## src/rtl/vlat_pkg.sv

```systemverilog
package vlat_pkg;
   typedef logic [3:0] opc_t;
   localparam opc_t OPC_ADD  = 4'd0;
   localparam opc_t OPC_SUB  = 4'd1;
   localparam opc_t OPC_SLL  = 4'd2;
   localparam opc_t OPC_SLT  = 4'd3;
   localparam opc_t OPC_SLTU = 4'd4;
   localparam opc_t OPC_XOR  = 4'd5;
   localparam opc_t OPC_SRL  = 4'd6;
   localparam opc_t OPC_SRA  = 4'd7;
   localparam opc_t OPC_OR   = 4'd8;
   localparam opc_t OPC_AND  = 4'd9;
   localparam opc_t OPC_MUL  = 4'd10;
   localparam opc_t OPC_DIV  = 4'd11;

   function automatic logic is_long(opc_t o);
      return (o == OPC_MUL) || (o == OPC_DIV);
   endfunction
endpackage

```

## src/rtl/vlat_alu.sv

```systemverilog
module vlat_alu
   import vlat_pkg::*;
#(
   parameter int XLEN = 32
) (
   input  logic [3:0]      op,
   input  logic [XLEN-1:0] a,
   input  logic [XLEN-1:0] b,
   output logic [XLEN-1:0] y
);
   localparam int SHW = $clog2(XLEN);

   generate
      if ((1 << SHW) != XLEN) begin : g_bad_width
         $error("vlat_alu: XLEN must be a power of two");
      end
   endgenerate

   logic [SHW-1:0] sh;
   assign sh = b[SHW-1:0];

   always_comb begin
      case (op)
         OPC_ADD:  y = a + b;
         OPC_SUB:  y = a - b;
         OPC_SLL:  y = a << sh;
         OPC_SLT:  y = {{(XLEN-1){1'b0}}, ($signed(a) < $signed(b))};
         OPC_SLTU: y = {{(XLEN-1){1'b0}}, (a < b)};
         OPC_XOR:  y = a ^ b;
         OPC_SRL:  y = a >> sh;
         OPC_SRA:  y = XLEN'($signed(a) >>> sh);
         OPC_OR:   y = a | b;
         OPC_AND:  y = a & b;
         default:  y = '0;
      endcase
   end
endmodule

```

## src/rtl/vlat_muldiv.sv

```systemverilog
module vlat_muldiv #(
   parameter int XLEN = 32
) (
   input  logic            is_div,
   input  logic [XLEN-1:0] a,
   input  logic [XLEN-1:0] b,
   output logic [XLEN-1:0] y
);
   localparam logic [XLEN-1:0] MOST_NEG = {1'b1, {(XLEN-1){1'b0}}};
   localparam logic [XLEN-1:0] ALL_ONES = '1;

   logic signed [2*XLEN-1:0] prod;
   logic [XLEN-1:0]          quot;

   assign prod = $signed({{XLEN{a[XLEN-1]}}, a}) * $signed({{XLEN{b[XLEN-1]}}, b});

   always_comb begin
      if (b == '0)
         quot = ALL_ONES;
      else if ((a == MOST_NEG) && (b == ALL_ONES))
         quot = MOST_NEG;
      else
         quot = XLEN'($signed(a) / $signed(b));
   end

   assign y = is_div ? quot : prod[XLEN-1:0];
endmodule

```

## src/rtl/vlat_seq.sv

```systemverilog
module vlat_seq #(
   parameter int MUL_LAT = 2,
   parameter int DIV_LAT = 3
) (
   input  logic clk,
   input  logic rst,
   input  logic flush,
   input  logic issue,
   input  logic is_mul,
   input  logic is_div,
   output logic idle,
   output logic fin,
   output logic hold
);
   localparam int MAXL = (MUL_LAT > DIV_LAT) ? MUL_LAT : DIV_LAT;
   localparam int CW   = $clog2(MAXL + 1);

   generate
      if (MUL_LAT < 2 || DIV_LAT < 2) begin : g_bad_lat
         $error("vlat_seq: long operations need a latency of at least 2");
      end
   endgenerate

   logic [CW-1:0] cnt;
   logic          take;

   assign idle = (cnt == '0);
   assign fin  = (cnt == CW'(1));
   assign hold = (cnt > CW'(1));
   assign take = issue & idle & ~flush;

   always_ff @(posedge clk) begin
      if (rst || flush)
         cnt <= '0;
      else if (take && is_mul)
         cnt <= CW'(MUL_LAT - 1);
      else if (take && is_div)
         cnt <= CW'(DIV_LAT - 1);
      else if (!idle)
         cnt <= cnt - CW'(1);
   end
endmodule

```

## src/rtl/vlat_exec_unit.sv

```systemverilog
module vlat_exec_unit
   import vlat_pkg::*;
#(
   parameter int XLEN    = 32,
   parameter int MUL_LAT = 2,
   parameter int DIV_LAT = 3
) (
   input  logic            clk,
   input  logic            rst,
   input  logic            flush,
   input  logic            issue,
   input  logic [3:0]      op,
   input  logic [XLEN-1:0] opa,
   input  logic [XLEN-1:0] opb,
   output logic [XLEN-1:0] result,
   output logic            done,
   output logic            busy
);
   logic            idle, fin, hold, long_op, kill;
   logic            cap_div;
   logic [XLEN-1:0] cap_a, cap_b, alu_y, md_y;

   assign long_op = is_long(op);
   assign kill    = rst | flush;

   vlat_seq #(.MUL_LAT(MUL_LAT), .DIV_LAT(DIV_LAT)) u_seq (
      .clk(clk), .rst(rst), .flush(flush), .issue(issue),
      .is_mul(op == OPC_MUL), .is_div(op == OPC_DIV),
      .idle(idle), .fin(fin), .hold(hold)
   );

   always_ff @(posedge clk) begin
      if (rst) begin
         cap_a   <= '0;
         cap_b   <= '0;
         cap_div <= 1'b0;
      end else if (issue && idle && long_op && !flush) begin
         cap_a   <= opa;
         cap_b   <= opb;
         cap_div <= (op == OPC_DIV);
      end
   end

   vlat_alu #(.XLEN(XLEN)) u_alu (.op(op), .a(opa), .b(opb), .y(alu_y));

   vlat_muldiv #(.XLEN(XLEN)) u_md (.is_div(cap_div), .a(cap_a), .b(cap_b), .y(md_y));

   assign done   = ~kill & (fin | (issue & idle & ~long_op));
   assign busy   = ~kill & (hold | (issue & idle & long_op));
   assign result = done ? (fin ? md_y : alu_y) : '0;
endmodule

```

## config.mk

```make
export PLATFORM = sky130hd
export DESIGN_NAME = vlat_exec_unit
export DESIGN_NICKNAME = d
export VERILOG_FILES = /design/src/rtl/vlat_pkg.sv /design/src/rtl/vlat_alu.sv /design/src/rtl/vlat_muldiv.sv /design/src/rtl/vlat_seq.sv /design/src/rtl/vlat_exec_unit.sv
export SDC_FILE = /design/constraint.sdc
export NUM_CORES = 2
export LEC_CHECK = 0
export BUFFER_PORTS_ARGS = -buffer_cell sky130_fd_sc_hd__buf_2
export CAP_MARGIN = 20
export CORE_MARGIN = 4
export CORE_UTILIZATION = 33
export CTS_BUF_LIST = sky130_fd_sc_hd__clkbuf_8
export DETAILED_ROUTE_END_ITERATION = 12
export HOLD_SLACK_MARGIN = 0.12
export PLACE_DENSITY = 0.56
export SYNTH_ARGS = -nofsm -noshare
export SYNTH_HDL_FRONTEND = slang
export SYNTH_SLANG_ARGS = --single-unit
```

## constraint.sdc

```tcl
create_clock -name clk -period 90.9 [get_ports clk]
set_input_delay 18.18 -clock clk [delete_from_list [all_inputs] [get_ports clk]]
set_output_delay 18.18 -clock clk [all_outputs]
set_load 0.02 [all_outputs]
```

==> summary.md <==
| Metric | Value |
|---|---|
| Clock sinks | `67` |
| CP Launch Type | `flip-flop` |
| Reg2reg end | `cap_b[15]` |
| Synthesized area | `0.0567 mm^2` |
| Total gr overflow | `0` |
| Most common cell after layout, fill and taps aside | `buf_4` |
| Number of synthesized flops with an enable pin | `0` |
| Slew of the pin with the lowest slew margin | `1.28 ns` |
| DPL Wire Length | `216000 um` |
| GP Congestion | `1.02` |
| Core box area | `0.170 mm^2` |
| CP required | `72.72 ns` |
| Initial antenna violation count | `8` |
| Site row count | `151` |
| Hold Crit Start | `cap_b[26]` |
| R2r setup slk | `88.13 ns` |
| Wirelength per Cell | `24.4 um` |
| Drt drc | `0` |
| Vias in the first global route | `63100` |
| Synth-to-layout area growth | `26.0%` |
| Post-Syn Instances | `7969` |
| Most frequent cells in the layout | `buf_4, nand2_1, inv_1` |
| CP Data Arrival Time | `70.34 ns` |
| CTS tree | `built` |
| Final Cycle Share | `97.4%` |
| MaxCap Viol Count | `0` |
| Synth warn | `0` |
| Worst-path clk slew | `0.09 ns` |
| # H-tree levels | `3` |
| Crit path max fanout | `9` |
| Kind of critical path | `flip-flop to output pin` |
| Clk buf depth | `2` |
| DRT Pass-1 Iters | `6` |
| I/O pins | `106` |
| Synth Net Count | `9234` |
| Chip Width | `422 um` |
| Clock latency at the later pin of the worst-skew pair | `0.36 ns` |
| Initial Util | `33.3%` |
| Critical Path End Type | `output pin` |
| Vias post-DR | `64500` |
| Cell Count, Final, Fillers Out | `11200` |
| WHS Endpoint | `cap_b[26]` |
| Root Buffer | `clkbuf_8` |
| First-pass GRT wire length | `399000 um` |
| Die H | `422 um` |
| Worst R2R Path Depth | `7` |
| GRT Resource Usage Total | `28.9%` |
| Die area | `0.178 mm^2` |
| WHS Path Cells | `2` |
| Status | `finished, final reports clean` |
| Initial DRC count | `5533` |
| # port buffers | `105` |
| Placed cells | `11000` |
| Slowest CP cell | `or4_4` |
| Predominant post-synthesis flop cell | `dfxtp_1` |
| Detail Route Antenna Nets | `0` |
| Critical path buffer and inverter count | `50` |
| Min Tclk post-route | `88.52 ns` |
| Asr flop ratio synth | `0%` |
| Synth Area per Inst | `7.11 um^2` |
| Slew HR | `13.7%` |
| Hold/Removal Path Class | `flip-flop to flip-flop` |
| Vias per inst | `5.78` |
| Distinct cell type count after synthesis | `107` |
| Largest net degree at the start of global routing | `68` |
| Number of synthesized register bits | `67` |
| Max Freq | `11.3 MHz` |
| Sequential-to-total area share from yosys stat | `2.37%` |
| Number of CTS-inserted buffers | `9` |
| Pins Over Slew Limit | `0` |
| Final setup viols | `0` |
| Final wirelength | `272000 um` |
| R2R Path Start | `u_seq.cnt[1]` |
| Final hold violations | `0` |
| Top Family by Delay on Critical Path | `compound AO/OA/AOI/OAI gates` |
| Post-CTS Hold Buffers | `0` |
| Layout cell share with drive strength beyond 1 | `22.4%` |
| Nets | `10200` |
| Worst stage delay on the critical path | `0.57 ns` |
| Clock Skew | `0.0124 ns` |
-- kinds of logic (layout without fill, tap and decap cells) --
| logic type | Yosys count | after routing | share of synthesized area (%) |
|---|---|---|---|
| AOI/OAI and AO/OA | 2072 | 2074 | 23.8 |
| xor gates and xnor gates | 495 | 495 | 7.65 |
| adders and majority gates | 1193 | 1193 | 31.8 |
| buffers and inverters | 1181 | 2148 | 7.91 |
| DFF | 67 | 67 | 2.37 |
| muxes | 203 | 203 | 3.94 |
| other | 0 | 2 | 0 |
| and+or+nand+nor | 2758 | 2759 | 22.5 |
-- flip-flops by register name, summed over array words and instances, names as in the netlist --
signal,cells
cap_b,32
u_seq.cnt,2
cap_a,32
cap_div,1
-- worst max-delay path by stage --
stage,startpoint,to,slack (ns),cells after the start
floorplan,cap_b[0],result[26],0.01,372
global placement,cap_b[2],result[4],-1.61,347
detailed placement,cap_b[0],result[4],-2.44,352
CTS,cap_b[0],result[4],0.03,359
global route,cap_b[1],result[26],-0.83,360
finish,cap_b[1],result[21],2.38,353
-- through the flow --
| step | utilization [%] | hold WS [ns] | instance area, um^2 | TNS, ns | worst slack, ns |
|---|---|---|---|---|---|
| after detailed placement | 39.8 | 0.503 | 67600 | -57.67 | -2.44 |
| after global placement | 39.8 | 0.493 | 67600 | -31.21 | -1.61 |
| after floorplan | - | 0.481 | 57200 | 0 | 0.0107 |
| after CTS | 40.2 | 0.515 | 68300 | 0 | 0.0294 |
| after global routing | 42.0 | 0.564 | 71400 | -22.79 | -0.829 |
| final | 42.0 | 0.522 | 71400 | 0 | 2.38 |
-- cell usage after synthesis (37+ instances only) --
cell / n / area share, %
nand2_1: 1077 / 7.1
ha_1: 783 / 17
inv_1: 776 / 5.1
nor2_1: 609 / 4.0
a21oi_1: 571 / 5.0
fa_1: 410 / 14
o21ai_0: 408 / 3.6
clkbuf_1: 329 / 2.2
xnor2_1: 317 / 4.9
nor3_1: 238 / 2.1
xor2_1: 178 / 2.8
o21a_1: 177 / 2.3
and2_1: 175 / 1.9
a21o_1: 168 / 2.2
nand3_1: 142 / 1.3
mux2i_1: 122 / 2.2
a31oi_1: 87 / 0.96
or3_1: 86 / 0.95
o211ai_1: 85 / 1.1
nand4_1: 80 / 0.88
a211oi_1: 72 / 0.95
mux2_2: 71 / 1.4
nor2b_1: 70 / 0.77
dfxtp_1: 67 / 2.4
and3_1: 62 / 0.68
o31ai_1: 60 / 0.79
buf_1: 57 / 0.38
o21bai_1: 46 / 0.61
nand2b_1: 45 / 0.50
or2_2: 45 / 0.50
nor4_1: 37 / 0.41
-- routing by layer --
layer	vias to the layer above	part of all wire, %	global-route usage (%)
li1	29700	-	-
met1	31600	42	37.5
met2	2548	46	47.5
met3	633	7.3	4.30
met4	6	5.5	12.7
met5	-	0.016	0
-- cell type report --
cell class,count,area (um^2)
inverter,778,2920
clock buffer,11,151
clock inverter,5,65.1
tap,2218,2780
fill,17600,98600
sequential,67,1350
antenna,2,5.00
multi-input combinational,6724,54000
timing repair buffer,1354,10200
-- tightest hold or removal path, cell delays in order (launching register included) --
cell and delay (ns):
dfxtp_1 0.35, nand2_1 0.07, a21oi_1 0.06
-- repair_timing --
item / in CTS / in global routing
pin swaps: 19 / 247
cloned: 0 / 5
buffers inserted: 11 / 120
gates resized for setup: 87 / 435
endpoints found under the setup margin: 32 / 32
Power is not shown: default switching activity piles up to over one toggle a cycle in this logic, so the estimate is an artifact.
